==> config.mk <==
export PLATFORM = sky130hd
export DESIGN_NAME = cfg_stream_reader
export DESIGN_NICKNAME = d
export VERILOG_FILES = /design/src/rtl/cfg_stream_pkg.sv /design/src/rtl/cfg_ready_gen.sv /design/src/rtl/cfg_page_map.sv /design/src/rtl/cfg_word_ram.sv /design/src/rtl/cfg_read_seq.sv /design/src/rtl/cfg_stream_reader.sv
export SDC_FILE = /design/constraint.sdc
export NUM_CORES = 1
export LEC_CHECK = 0
export CORE_MARGIN = 3
export CORE_UTILIZATION = 46
export DETAILED_ROUTE_END_ITERATION = 16
export SLEW_MARGIN = 10
export SYNTH_ARGS = -nofsm -noshare
export SYNTH_HDL_FRONTEND = slang
export SYNTH_SLANG_ARGS = --single-unit
export TNS_END_PERCENT = 10
==> constraint.sdc <==
create_clock -name clk -period 3.4 [get_ports clk]
set_clock_uncertainty 0.05 [all_clocks]
set_input_delay 0.68 -clock clk [delete_from_list [all_inputs] [get_ports clk]]
set_output_delay 0.68 -clock clk [all_outputs]
set_load 0.01 [all_outputs]
==> src/rtl/cfg_stream_pkg.sv <==
package cfg_stream_pkg;

  // Next position of the read pointer, computed in one place
  typedef struct packed {
    logic reload;
    logic step;
    logic wrap;
    logic at_last;
  } seq_ctl_t;

endpackage

==> src/rtl/cfg_ready_gen.sv <==
module cfg_ready_gen #(
  parameter int RDY_CYCLES = 16
) (
  input  logic clk,
  input  logic rst,
  output logic ready_o
);
  localparam int CW = $clog2(RDY_CYCLES + 1);

  logic [CW-1:0] cnt_q;
  logic          rdy_q;

  always_ff @(posedge clk) begin
    if (rst) begin
      cnt_q <= '0;
      rdy_q <= 1'b0;
    end else if (!rdy_q) begin
      cnt_q <= cnt_q + 1'b1;
      rdy_q <= (cnt_q == CW'(RDY_CYCLES - 1));
    end
  end

  assign ready_o = rdy_q;

  AST_READY_STICKY: assert property (@(posedge clk) disable iff (rst)
    rdy_q |=> rdy_q);
endmodule

==> src/rtl/cfg_page_map.sv <==
module cfg_page_map #(
  parameter int ADDR_W    = 6,
  parameter int PAGE_BITS = 2
) (
  input  logic                 clk,
  input  logic                 rst,
  input  logic                 load_i,
  input  logic                 page_en_i,
  input  logic [PAGE_BITS-1:0] page_sel_i,
  output logic [ADDR_W-1:0]    base_o,
  output logic [ADDR_W-1:0]    last_o
);
  localparam int OFF_W = ADDR_W - PAGE_BITS;

  logic                 en_q;
  logic [PAGE_BITS-1:0] sel_q;

  // Page pins are captured whenever the counters are reloaded
  always_ff @(posedge clk) begin
    if (rst || load_i) begin
      en_q  <= page_en_i;
      sel_q <= page_sel_i;
    end
  end

  assign base_o = page_en_i ? {page_sel_i, {OFF_W{1'b0}}} : '0;
  assign last_o = en_q      ? {sel_q, {OFF_W{1'b1}}}      : '1;
endmodule

==> src/rtl/cfg_word_ram.sv <==
module cfg_word_ram #(
  parameter int ADDR_W = 6,
  parameter int WORD_W = 8
) (
  input  logic              clk,
  input  logic              we_i,
  input  logic [ADDR_W-1:0] wa_i,
  input  logic [WORD_W-1:0] wd_i,
  input  logic [ADDR_W-1:0] ra_i,
  output logic [WORD_W-1:0] rd_o
);
  localparam int DEPTH = 1 << ADDR_W;

  logic [WORD_W-1:0] mem [DEPTH];
  logic [WORD_W-1:0] rd_q;

  always_ff @(posedge clk) begin
    if (we_i) mem[wa_i] <= wd_i;
    rd_q <= mem[ra_i];
  end

  assign rd_o = rd_q;
endmodule

==> src/rtl/cfg_read_seq.sv <==
module cfg_read_seq
  import cfg_stream_pkg::*;
#(
  parameter int ADDR_W = 6,
  parameter int WORD_W = 8
) (
  input  logic                      clk,
  input  logic                      rst,
  input  logic                      ser_en_i,
  input  logic                      ce_n_i,
  input  logic                      oe_rst_i,
  input  logic                      ready_i,
  input  logic [ADDR_W-1:0]         base_i,
  input  logic [ADDR_W-1:0]         last_i,
  output logic [ADDR_W-1:0]         addr_next_o,
  output logic [$clog2(WORD_W)-1:0] bit_o,
  output logic                      drv_o,
  output logic                      ceo_n_o,
  output logic                      standby_o
);
  localparam int BW = $clog2(WORD_W);

  logic [ADDR_W-1:0] addr_q, addr_d;
  logic [BW-1:0]     bit_q, bit_d;
  logic              end_q, end_d;
  logic              drv_q, drv_d;
  logic              ceo_n_q, ceo_n_d;
  logic              stby_q, stby_d;
  logic              run;
  seq_ctl_t          ctl;

  assign run         = ser_en_i && oe_rst_i && !ce_n_i;
  assign ctl.reload  = ser_en_i && !oe_rst_i;
  assign ctl.step    = run && drv_q && !end_q;
  assign ctl.wrap    = (bit_q == BW'(WORD_W - 1));
  assign ctl.at_last = (addr_q == last_i);

  always_comb begin
    addr_d = addr_q;
    bit_d  = bit_q;
    end_d  = end_q;
    if (ctl.reload) begin
      addr_d = base_i;
      bit_d  = '0;
      end_d  = 1'b0;
    end else if (ctl.step) begin
      if (!ctl.wrap) begin
        bit_d = bit_q + 1'b1;
      end else if (ctl.at_last) begin
        end_d = 1'b1;
      end else begin
        addr_d = addr_q + 1'b1;
        bit_d  = '0;
      end
    end
    drv_d   = run && ready_i && !end_d;
    ceo_n_d = !(ser_en_i && end_d && !ce_n_i);
    stby_d  = ser_en_i && ce_n_i;
  end

  always_ff @(posedge clk) begin
    if (rst) begin
      addr_q  <= base_i;
      bit_q   <= '0;
      end_q   <= 1'b0;
      drv_q   <= 1'b0;
      ceo_n_q <= 1'b1;
      stby_q  <= 1'b0;
    end else begin
      addr_q  <= addr_d;
      bit_q   <= bit_d;
      end_q   <= end_d;
      drv_q   <= drv_d;
      ceo_n_q <= ceo_n_d;
      stby_q  <= stby_d;
    end
  end

  assign addr_next_o = addr_d;
  assign bit_o       = bit_q;
  assign drv_o       = drv_q;
  assign ceo_n_o     = ceo_n_q;
  assign standby_o   = stby_q;

  AST_RELOAD_CLEARS: assert property (@(posedge clk) disable iff (rst)
    (ser_en_i && !oe_rst_i) |=> (bit_q == '0 && !end_q && !drv_q));
  AST_DESELECT_HOLDS: assert property (@(posedge clk) disable iff (rst)
    (ser_en_i && oe_rst_i && ce_n_i) |=> ($stable(bit_q) && $stable(addr_q) && !drv_q));
  AST_PROG_FROZEN: assert property (@(posedge clk) disable iff (rst)
    !ser_en_i |=> ($stable(bit_q) && $stable(addr_q) && !drv_q && ceo_n_q));
  AST_END_NO_WRAP: assert property (@(posedge clk) disable iff (rst)
    (end_q && oe_rst_i) |=> (end_q && $stable(addr_q)));
  AST_NOT_READY_SILENT: assert property (@(posedge clk) disable iff (rst)
    !ready_i |=> !drv_q);
  AST_CEO_NEEDS_END: assert property (@(posedge clk) disable iff (rst)
    !ceo_n_q |-> end_q);
endmodule

==> src/rtl/cfg_stream_reader.sv <==
module cfg_stream_reader #(
  parameter int ADDR_W     = 6,
  parameter int WORD_W     = 8,
  parameter int PAGE_BITS  = 2,
  parameter int RDY_CYCLES = 16
) (
  input  logic                 clk,
  input  logic                 rst,
  input  logic                 ser_en_i,
  input  logic                 ce_n_i,
  input  logic                 oe_rst_i,
  input  logic                 page_en_i,
  input  logic [PAGE_BITS-1:0] page_sel_i,
  input  logic                 wr_en_i,
  input  logic [ADDR_W-1:0]    wr_addr_i,
  input  logic [WORD_W-1:0]    wr_data_i,
  output logic                 data_o,
  output logic                 data_oe_o,
  output logic                 ceo_n_o,
  output logic                 ready_o,
  output logic                 standby_o
);
  localparam int BW = $clog2(WORD_W);

  logic              ready;
  logic [ADDR_W-1:0] base, last, addr_next;
  logic [BW-1:0]     bit_pos, bit_idx;
  logic [WORD_W-1:0] word;
  logic              drv;

  cfg_ready_gen #(.RDY_CYCLES(RDY_CYCLES)) u_ready (
    .clk(clk), .rst(rst), .ready_o(ready)
  );

  cfg_page_map #(.ADDR_W(ADDR_W), .PAGE_BITS(PAGE_BITS)) u_page (
    .clk(clk), .rst(rst),
    .load_i(ser_en_i && !oe_rst_i),
    .page_en_i(page_en_i), .page_sel_i(page_sel_i),
    .base_o(base), .last_o(last)
  );

  cfg_read_seq #(.ADDR_W(ADDR_W), .WORD_W(WORD_W)) u_seq (
    .clk(clk), .rst(rst),
    .ser_en_i(ser_en_i), .ce_n_i(ce_n_i), .oe_rst_i(oe_rst_i),
    .ready_i(ready), .base_i(base), .last_i(last),
    .addr_next_o(addr_next), .bit_o(bit_pos), .drv_o(drv),
    .ceo_n_o(ceo_n_o), .standby_o(standby_o)
  );

  // Read port is addressed with the next pointer so the word lines up
  cfg_word_ram #(.ADDR_W(ADDR_W), .WORD_W(WORD_W)) u_ram (
    .clk(clk), .we_i(wr_en_i), .wa_i(wr_addr_i), .wd_i(wr_data_i),
    .ra_i(addr_next), .rd_o(word)
  );

  assign bit_idx   = BW'(WORD_W - 1) - bit_pos;
  assign data_o    = drv && word[bit_idx];
  assign data_oe_o = drv;
  assign ready_o   = ready;

  AST_CHAIN_SILENT: assert property (@(posedge clk) disable iff (rst)
    !ceo_n_o |-> !data_oe_o);
  AST_OFF_NO_DRIVE: assert property (@(posedge clk) disable iff (rst)
    (ce_n_i || !oe_rst_i) |=> !data_oe_o);
endmodule

==> summary.md, run 1 <==
| Metric | Value |
|---|---|
| FILL cells | `3590` |
| CTS tree | `yes` |
| Period utilization | `0.958` |
| Max clock buf depth | `3` |
| CP bufs+invs | `2` |
| Share of cells above drive strength 1 | `0.204` |
| Die H | `221 um` |
| CP peak stage delay | `0.38 ns` |
| Cts bufs inserted | `57` |
| Seq/Total Area, Yosys | `0.750` |
| Design area | `25700 sq um` |
| Largest net degree at the start of global routing | `65` |
| Synth async-reset ratio | `0` |
| Drt pass-1 iters | `8` |
| Die Width | `221 um` |
| Clk_lat worst skew | `0.61 ns` |
| Cell Area, Synth | `21300 sq um` |
| Initial antenna violation count | `1` |
| Placed cells | `2180` |
| Startpoint types | `flip-flop` |
| CP max stage cell | `or3_4` |
| Wirelength, routed | `56600 um` |
| Post-synth top cells | `edfxtp_1, nand2_1, nor2_1, nand3_1, mux2i_1` |
| FMAX | `307 MHz` |
| Max-slew headroom | `0.411` |
| Unrepaired setup endpoints after global routing | `yes` |
| HP Start | `wr_data_i[7]` |
| Yosys top cell by area | `edfxtp_1` |
| Setup violators final | `0` |
| H-tree depth | `2` |
| Critical Path Most Common Cell | `nand4_1` |
| Clock Pin Slew Worst Setup and Hold Paths | `0.06 ns` |
| FF-to-FF Start | `u_seq.bit_o[1]$_SDFFE_PP0P_` |
| Clk sink count | `542` |
| Initial Util | `0.468` |
| Max Slew Vio Count | `0` |
| Synthesized net count | `1456` |
| Status | `finished, final reports clean` |
| Top-count cell post-synth | `edfxtp_1` |
| Area of the multi-input gates | `5090 sq um` |
| Number of hold buffers added after cts | `0` |
| Core area | `45600 sq um` |
| GP Congestion | `0.836` |
| Post-layout min period | `3.26 ns` |
| Post-synth EDFFs | `515` |
| Fin util | `0.565` |
| Worst min-delay path category | `input pin to flip-flop` |
| 1st-iter DRT viols | `1383` |
| Vias per cell | `5.83` |
| GR Util All Layers | `0.229` |
| Leak | `8.81 nW` |
| Placed cell area | `23800 sq um` |
| Cell family with most CP delay | `simple AND/OR/NAND/NOR gates` |
| Post-Layout Cell Count | `2285` |
| Crit path from | `u_seq.bit_o[1]$_SDFFE_PP0P_` |
| Ys Warns | `0` |
| Syn Area/Cell | `14.9 sq um` |
| Crit. End Element | `flip-flop` |
| Die area | `49000 sq um` |
| Critical Path AT | `3.75 ns` |
| Root buf cell | `clkbuf_16` |
| Worst Path Max Fanout | `7` |
| Dominant cells by area after synthesis | `edfxtp_1, nand2_1, mux2i_1, dfxtp_1, nand3_1` |
| Detailed placer's ending HPWL | `36400 um` |
| DRC violations left | `0` |
| Crit-path cells | `ha_4 > ha_4 > nand4_1 > nor4_4 > buf_4 > nand3_4 > or3_4 > a211oi_4 > buf_4 > o221a_1 > nand4_1 > o2111a_1 > nand4_1` |
| Routed vias | `13300` |
| PwrDens | `533 nW/um^2` |
| Vias in the first global route | `13300` |
| GRT overflow | `0` |
| First-pass GRT wire length | `85000 um` |
| Layout area overhead | `20.6%` |
| Total power | `0.0137 W` |
| CP required | `3.89 ns` |
| Register Area | `16000 sq um` |
| Max-Cap Viols | `0` |
| Total Neg Setup Slack | `0 ns` |
| Nets | `1668` |
| Num rows | `78` |
| Kind of critical path | `flip-flop to flip-flop` |
| Worst-margin pin slew | `0.883 ns` |
| Worst vdd ir | `0.384 mV` |
| Yosys reg bits | `542` |
| Cell count after synthesis | `1428` |
| Synth cell types | `75` |
| Hold Fails Final Rpt | `0` |
| Top cell type's share of synthesized area | `0.725` |
| Post-synth top flop | `edfxtp_1` |
| Num ports | `28` |
| Post-route ant nets | `0` |
| Average routed wire per standard cell | `24.8 um` |
| I/O Buffers | `27` |
## sequential cells by signal, summed over array words and instances (netlist names)
register	count
u_page.en_q	1
u_ram.mem	512
u_seq.standby_o	1
u_seq.bit_o	3
u_seq.ceo_n_o	1
u_seq.addr_q	6
u_ready.cnt_q	5
u_seq.end_q	1
u_seq.drv_o	1
u_ready.ready_o	1
u_page.sel_q	2
u_ram.rd_o	8
## layer usage
layer  routed length, um  global-route usage
met3                4700              0.0486
met1               25100               0.342
met2               25500               0.347
met4                1280              0.0534
met5                   0                   0
## final cells by class
| class | instances | share of cell area |
|---|---|---|
| Timing Repair Buffer | 236 | 0.0827 |
| Tap cell | 600 | 0.0292 |
| Clock buffer | 65 | 0.0582 |
| Sequential cell | 542 | 0.622 |
| Clock inverter | 38 | 0.00977 |
| Inverter | 2 | 0.000292 |
| Multi-Input combinational cell | 801 | 0.198 |
| Antenna cell | 1 | 0.0000972 |
## metrics by stage
stage / setup slack, ns / hold WS [ns]
finish: 0.142 / 0.270
global route: -0.0167 / 0.248
CTS: 0.0122 / 0.234
detailed placement: -0.607 / 0.430
global placement: -0.568 / 0.413
floorplan: 0.371 / 0.404
## worst reg2reg max path: stages (launching register included)
cell,delay [ns]
dfxtp_2,0.35
ha_4,0.14
ha_4,0.16
nand4_1,0.15
nor4_4,0.37
buf_4,0.19
nand3_4,0.08
or3_4,0.38
a211oi_4,0.35
buf_4,0.23
o221a_1,0.22
nand4_1,0.20
o2111a_1,0.23
nand4_1,0.10
## cell families (layout without fill, tap and decap cells)
group | count (synthesis) | after routing | synth area share
other cells | 0 | 1 | 0
compound gates | 227 | 227 | 0.0867
xor+xnor | 5 | 5 | 0.00205
mux | 70 | 70 | 0.0342
fa+ha+maj | 5 | 5 | 0.00293
buf+inv | 85 | 341 | 0.0198
flops | 542 | 542 | 0.750
simple gates | 494 | 494 | 0.104
## cells in the final DEF (no fill, tap or decap), types with 5 or more instances in the layout
| cell | netlist | routed |
|---|---|---|
| a211oi_1 | 7 | 6 |
| a21boi_0 | 7 | 7 |
| a221oi_1 | 10 | 8 |
| a31oi_1 | 35 | 34 |
| a32o_1 | 17 | 17 |
| a32oi_1 | 8 | 8 |
| and3_1 | 6 | 6 |
| buf_12 | 0 | 26 |
| buf_2 | 26 | 8 |
| buf_4 | 9 | 182 |
| clkbuf_1 | 41 | 6 |
| clkbuf_16 | 0 | 59 |
| clkdlybuf4s50_1 | 0 | 19 |
| clkinv_1 | 0 | 21 |
| clkinv_2 | 0 | 11 |
| dfxtp_1 | 27 | 24 |
| edfxtp_1 | 515 | 515 |
| mux2i_1 | 66 | 66 |
| nand2_1 | 220 | 220 |
| nand2b_1 | 6 | 5 |
| nand3_1 | 79 | 78 |
| nand3b_1 | 5 | 5 |
| nand4_1 | 19 | 19 |
| nor2_1 | 96 | 94 |
| nor2b_1 | 7 | 7 |
| nor3_1 | 23 | 22 |
| o2111a_1 | 7 | 7 |
| o2111ai_1 | 14 | 14 |
| o211a_1 | 8 | 8 |
| o221a_2 | 5 | 5 |
| o221ai_1 | 17 | 16 |
| o22a_1 | 9 | 9 |
| o22ai_1 | 36 | 36 |
| or3_1 | 17 | 16 |
## path summary, 6_finish.rpt
check | cells after the start | endpoint | slack (ns)
worst max-delay path | 13 | u_ram.rd_o[0]$_DFF_P_ | 0.14
worst max register to register | 13 | u_ram.rd_o[0]$_DFF_P_ | 0.14
worst min-delay path | 1 | u_ram.mem[4][7]$_DFFE_PP_ | 0.27
worst min register to register | 2 | u_ready.cnt_q[4]$_SDFFE_PP0N_ | 0.44
## timing repair
action,4_1_cts,5_1_grt
setup endpoints to repair,8,8
pin swaps,1,6
buffers inserted,0,1
gates resized for setup,10,24
## where the power goes
| part | total (W) | switching (W) | internal [W] | leakage (nW) |
|---|---|---|---|---|
| Sequential | 0.00740 | 0.0000294 | 0.00737 | 4.86 |
| Combinational | 0.000450 | 0.000298 | 0.000152 | 3.09 |
| Clock | 0.00587 | 0.00252 | 0.00336 | 0.863 |
No activity file was read; power rests on OpenSTA's default activity.
==> run 2: changes to the inputs <==
--- a/config.mk
+++ b/config.mk
@@ -5,7 +5,7 @@
 export SDC_FILE = /design/constraint.sdc
 export NUM_CORES = 1
 export LEC_CHECK = 0
-export CORE_MARGIN = 3
+export CORE_MARGIN = 2
 export CORE_UTILIZATION = 46
 export DETAILED_ROUTE_END_ITERATION = 16
 export SLEW_MARGIN = 10
==> constraint.sdc (replaced) <==
create_clock -name clk -period 3.7 [get_ports clk]
set_clock_uncertainty 0.05 [all_clocks]
set_input_delay 0.74 -clock clk [delete_from_list [all_inputs] [get_ports clk]]
set_output_delay 0.74 -clock clk [all_outputs]
set_load 0.01 [all_outputs]
==> run 2 against run 1 <==
  * Combinational power fell by 13%
  * Register-to-register slack gained 0.11 ns
  * Final cell count shrank 1.1%
  * Worst setup slack gained 0.11 ns
  * Critical path depth increased by 1
  * Total power is 7.6% lower
  * Sequential share of layout area is 0.78 points higher
  * Largest cell class unchanged
  * Largest power group unchanged
==> summary.md, run 2 (synthesis results as in run 1) <==
| Metric | Value |
|---|---|
| Status | `finished, final reports clean (unchanged)` |
| Crit. End Element | `flip-flop (unchanged)` |
| Vias in the first global route | `12900 (was 13300)` |
| Post-layout min period | `3.45 ns` |
| Hold Fails Final Rpt | `0 (unchanged)` |
| Die area | `48100 sq um (was 49000 sq um)` |
| Drt pass-1 iters | `5 (was 8)` |
| Clk_lat worst skew | `0.61 ns (about the same)` |
| Layout area overhead | `19.1% (was 20.6%)` |
| Hold path depth | `1 (unchanged)` |
| Largest net degree at the start of global routing | `64 (was 65)` |
| DRC violations left | `0 (unchanged)` |
| I/O Buffers | `27 (unchanged)` |
| Initial antenna violation count | `0 (was 1)` |
| Worst-margin pin slew | `1.14 ns (was 0.883 ns)` |
| Num rows | `78 (unchanged)` |
| 1st-iter DRT viols | `1487 (was 1383)` |
| Reg2reg path depth | `14 (was 13)` |
| Worst Path Max Fanout | `7 (unchanged)` |
| Num ports | `28 (unchanged)` |
| Pint | `0.0101 W (was 0.0109 W)` |
| Diode count | `0 (was 1)` |
| Critical R2R Capture | `u_ram.rd_o[4]$_DFF_P_ (was u_ram.rd_o[0]$_DFF_P_)` |
| Unrepaired setup endpoints after global routing | `no (was yes)` |
| Fin util | `0.558 (was 0.565)` |
| Leading cell type in the layout, fill and taps excluded | `edfxtp_1 (unchanged)` |
| Clock Pin Slew Worst Setup and Hold Paths | `0.06 ns (about the same)` |
| Nets | `1645 (was 1668)` |
| Post-route ant nets | `0 (unchanged)` |
| FF-to-FF Start | `u_seq.bit_o[1]$_SDFFE_PP0P_ (unchanged)` |
| Switching power | `0.00257 W (was 0.00284 W)` |
| # Post-CTS Setup Buffers | `0 (unchanged)` |
| Final setup margin | `0.252 ns (was 0.142 ns)` |
| FMAX | `290 MHz` |
| Max clock buf depth | `3 (unchanged)` |
| Initial Util | `0.468 (unchanged)` |
| GP Congestion | `0.852 (was 0.836)` |
| Seq pwr share | `0.536 (was 0.539)` |
| Startpoint types | `input pin (was flip-flop)` |
| Total Neg Setup Slack | `0 ns (unchanged)` |
| Combinational Power Share | `0.031 (was 0.033)` |
| Max Slew Vio Count | `0 (unchanged)` |
| GR Util All Layers | `0.233 (was 0.229)` |
| Worst min-delay path category | `input pin to flip-flop (unchanged)` |
| Clk sink count | `542 (unchanged)` |
| Die H | `219 um (was 221 um)` |
| Average routed wire per standard cell | `24.4 um (was 24.8 um)` |
| CTS tree | `yes (unchanged)` |
| Core area | `45600 sq um (unchanged)` |
| H-tree depth | `2 (unchanged)` |
| HP Start | `wr_data_i[2] (was wr_data_i[7])` |
| Routed vias | `13200 (was 13300)` |
| Switching share of power | `0.202 (was 0.207)` |
| Commonest non-fill, non-tap cells in the layout | `edfxtp_1, nand2_1, buf_4, nor2_1, nand3_1 (unchanged)` |
| Leak | `8.67 nW (was 8.81 nW)` |
| Worst R2R Setup Slack | `0.25 ns (was 0.14 ns)` |
| PwrDens | `499 nW/um^2 (was 533 nW/um^2)` |
| Wirelength, routed | `55300 um (was 56600 um)` |
| Largest register FFs | `512 (unchanged)` |
| Max-Cap Viols | `0 (unchanged)` |
| Max-slew headroom | `0.233 (was 0.411)` |
| CP required | `4.19 ns (was 3.89 ns)` |
| Setup slack at placement | `-0.406 ns (was -0.607 ns)` |
| Hold endpoint | `u_ram.mem[4][2]$_DFFE_PP_ (was u_ram.mem[4][7]$_DFFE_PP_)` |
| Root buf cell | `clkbuf_16 (unchanged)` |
| Die Width | `219 um (was 221 um)` |
| Detailed placer's ending HPWL | `36300 um (was 36400 um)` |
| Worst vdd ir | `0.356 mV (was 0.384 mV)` |
| Register bank with the most flops | `u_ram.mem (unchanged)` |
| Number of hold buffers added after cts | `0 (unchanged)` |
| Cts bufs inserted | `55 (was 57)` |
| Setup violators final | `0 (unchanged)` |
| Period utilization | `0.932` |
| Critical Path AT | `3.94 ns (was 3.75 ns)` |
| First-pass GRT wire length | `82600 um (was 85000 um)` |
| Share of cells above drive strength 1 | `0.181 (was 0.204)` |
| GRT overflow | `0 (unchanged)` |
| Clock power frac | `0.433 (was 0.428)` |
| Vias per cell | `5.82 (was 5.83)` |
| Kind of critical path | `input pin to flip-flop (was flip-flop to flip-flop)` |
[run 2: cell types whose count changed in the layout (fill, tap and decap cells not counted), moves of 3 or more]
cell / before / now
bufinv_16: 3 / 6
clkinv_1: 21 / 15
dfxtp_1: 24 / 27
buf_12: 26 / 22
buf_4: 182 / 166
a2111oi_0: 4 / 7
clkbuf_1: 6 / 11
dfxtp_2: 3 / 0
[run 2: timing repair]
item,in CTS,in global routing
resized for setup,0,3
endpoints found under the hold margin,0,0
setup endpoints to repair,0,8
[run 2: final cells by class]
cell class | count | area [sq um]
fillers | 3636 | 20200
repair buffers | 215 | 1920
clock buffers | 68 | 1470
clock inverters | 33 | 307
multi-input cells | 801 | 4960
flip-flops and latches | 542 | 16000
well taps | 600 | 751
inverters | 2 | 7.51
[run 2: layer usage]
metal  part of all wire  up-vias  wire length [um]  GRT usage
met1               0.44     6580             24200      0.344
met3              0.077       62              4270     0.0309
met5                  0        -                 0          0
met4              0.017        0               925     0.0581
li1                   -     5985                 -          -
met2               0.47      540             25800      0.368
[run 2: worst max-delay path: stages]
cell	delay (ns)
clkdlybuf4s50_1	0.43
nand2b_1	0.25
nor4_2	0.25
buf_4	0.16
buf_4	0.10
nand3_1	0.09
buf_4	0.15
or3_1	0.38
a211oi_4	0.41
buf_4	0.23
o221a_1	0.22
nand4_1	0.18
o2111a_1	0.22
nand4_1	0.12
[run 2: how the worst max path moves through the flow]
stage               cells after the start                   startpoint  slack [ns]               endpoint
floorplan                              14  u_seq.bit_o[0]$_SDFFE_PP0P_        0.67  u_ram.rd_o[5]$_DFF_P_
detailed placement                     12                     oe_rst_i       -0.41  u_ram.rd_o[4]$_DFF_P_
CTS                                    13  u_seq.bit_o[0]$_SDFFE_PP0P_        0.02  u_ram.rd_o[4]$_DFF_P_
global route                           15  u_seq.bit_o[1]$_SDFFE_PP0P_        0.02  u_ram.rd_o[5]$_DFF_P_
finish                                 14                       ce_n_i        0.25  u_ram.rd_o[5]$_DFF_P_
global placement                       14                       ce_n_i       -0.30  u_ram.rd_o[5]$_DFF_P_
[run 2: power groups by stage]
stage	Clock (W)	Sequential, W	Combinational, W
2_1_floorplan	0	0.00692	0.000140
5_1_grt	0.00579	0.00680	0.000420
3_5_place_dp	0	0.00693	0.000392
3_3_place_gp	0	0.00692	0.000384
6_report	0.00549	0.00680	0.000392
4_1_cts	0.00555	0.00680	0.000393
[run 2: metrics by stage]
step	cells	hold WS, ns	power (W)	instance area, sq um
2_1_floorplan	1428	0.404	0.00706	21300
3_3_place_gp	2160	0.416	0.00731	23600
3_5_place_dp	2160	0.429	0.00732	23600
4_1_cts	2261	0.289	0.0127	25400
5_1_grt	2261	0.300	0.0130	25400
6_report	2261	0.297	0.0127	25400
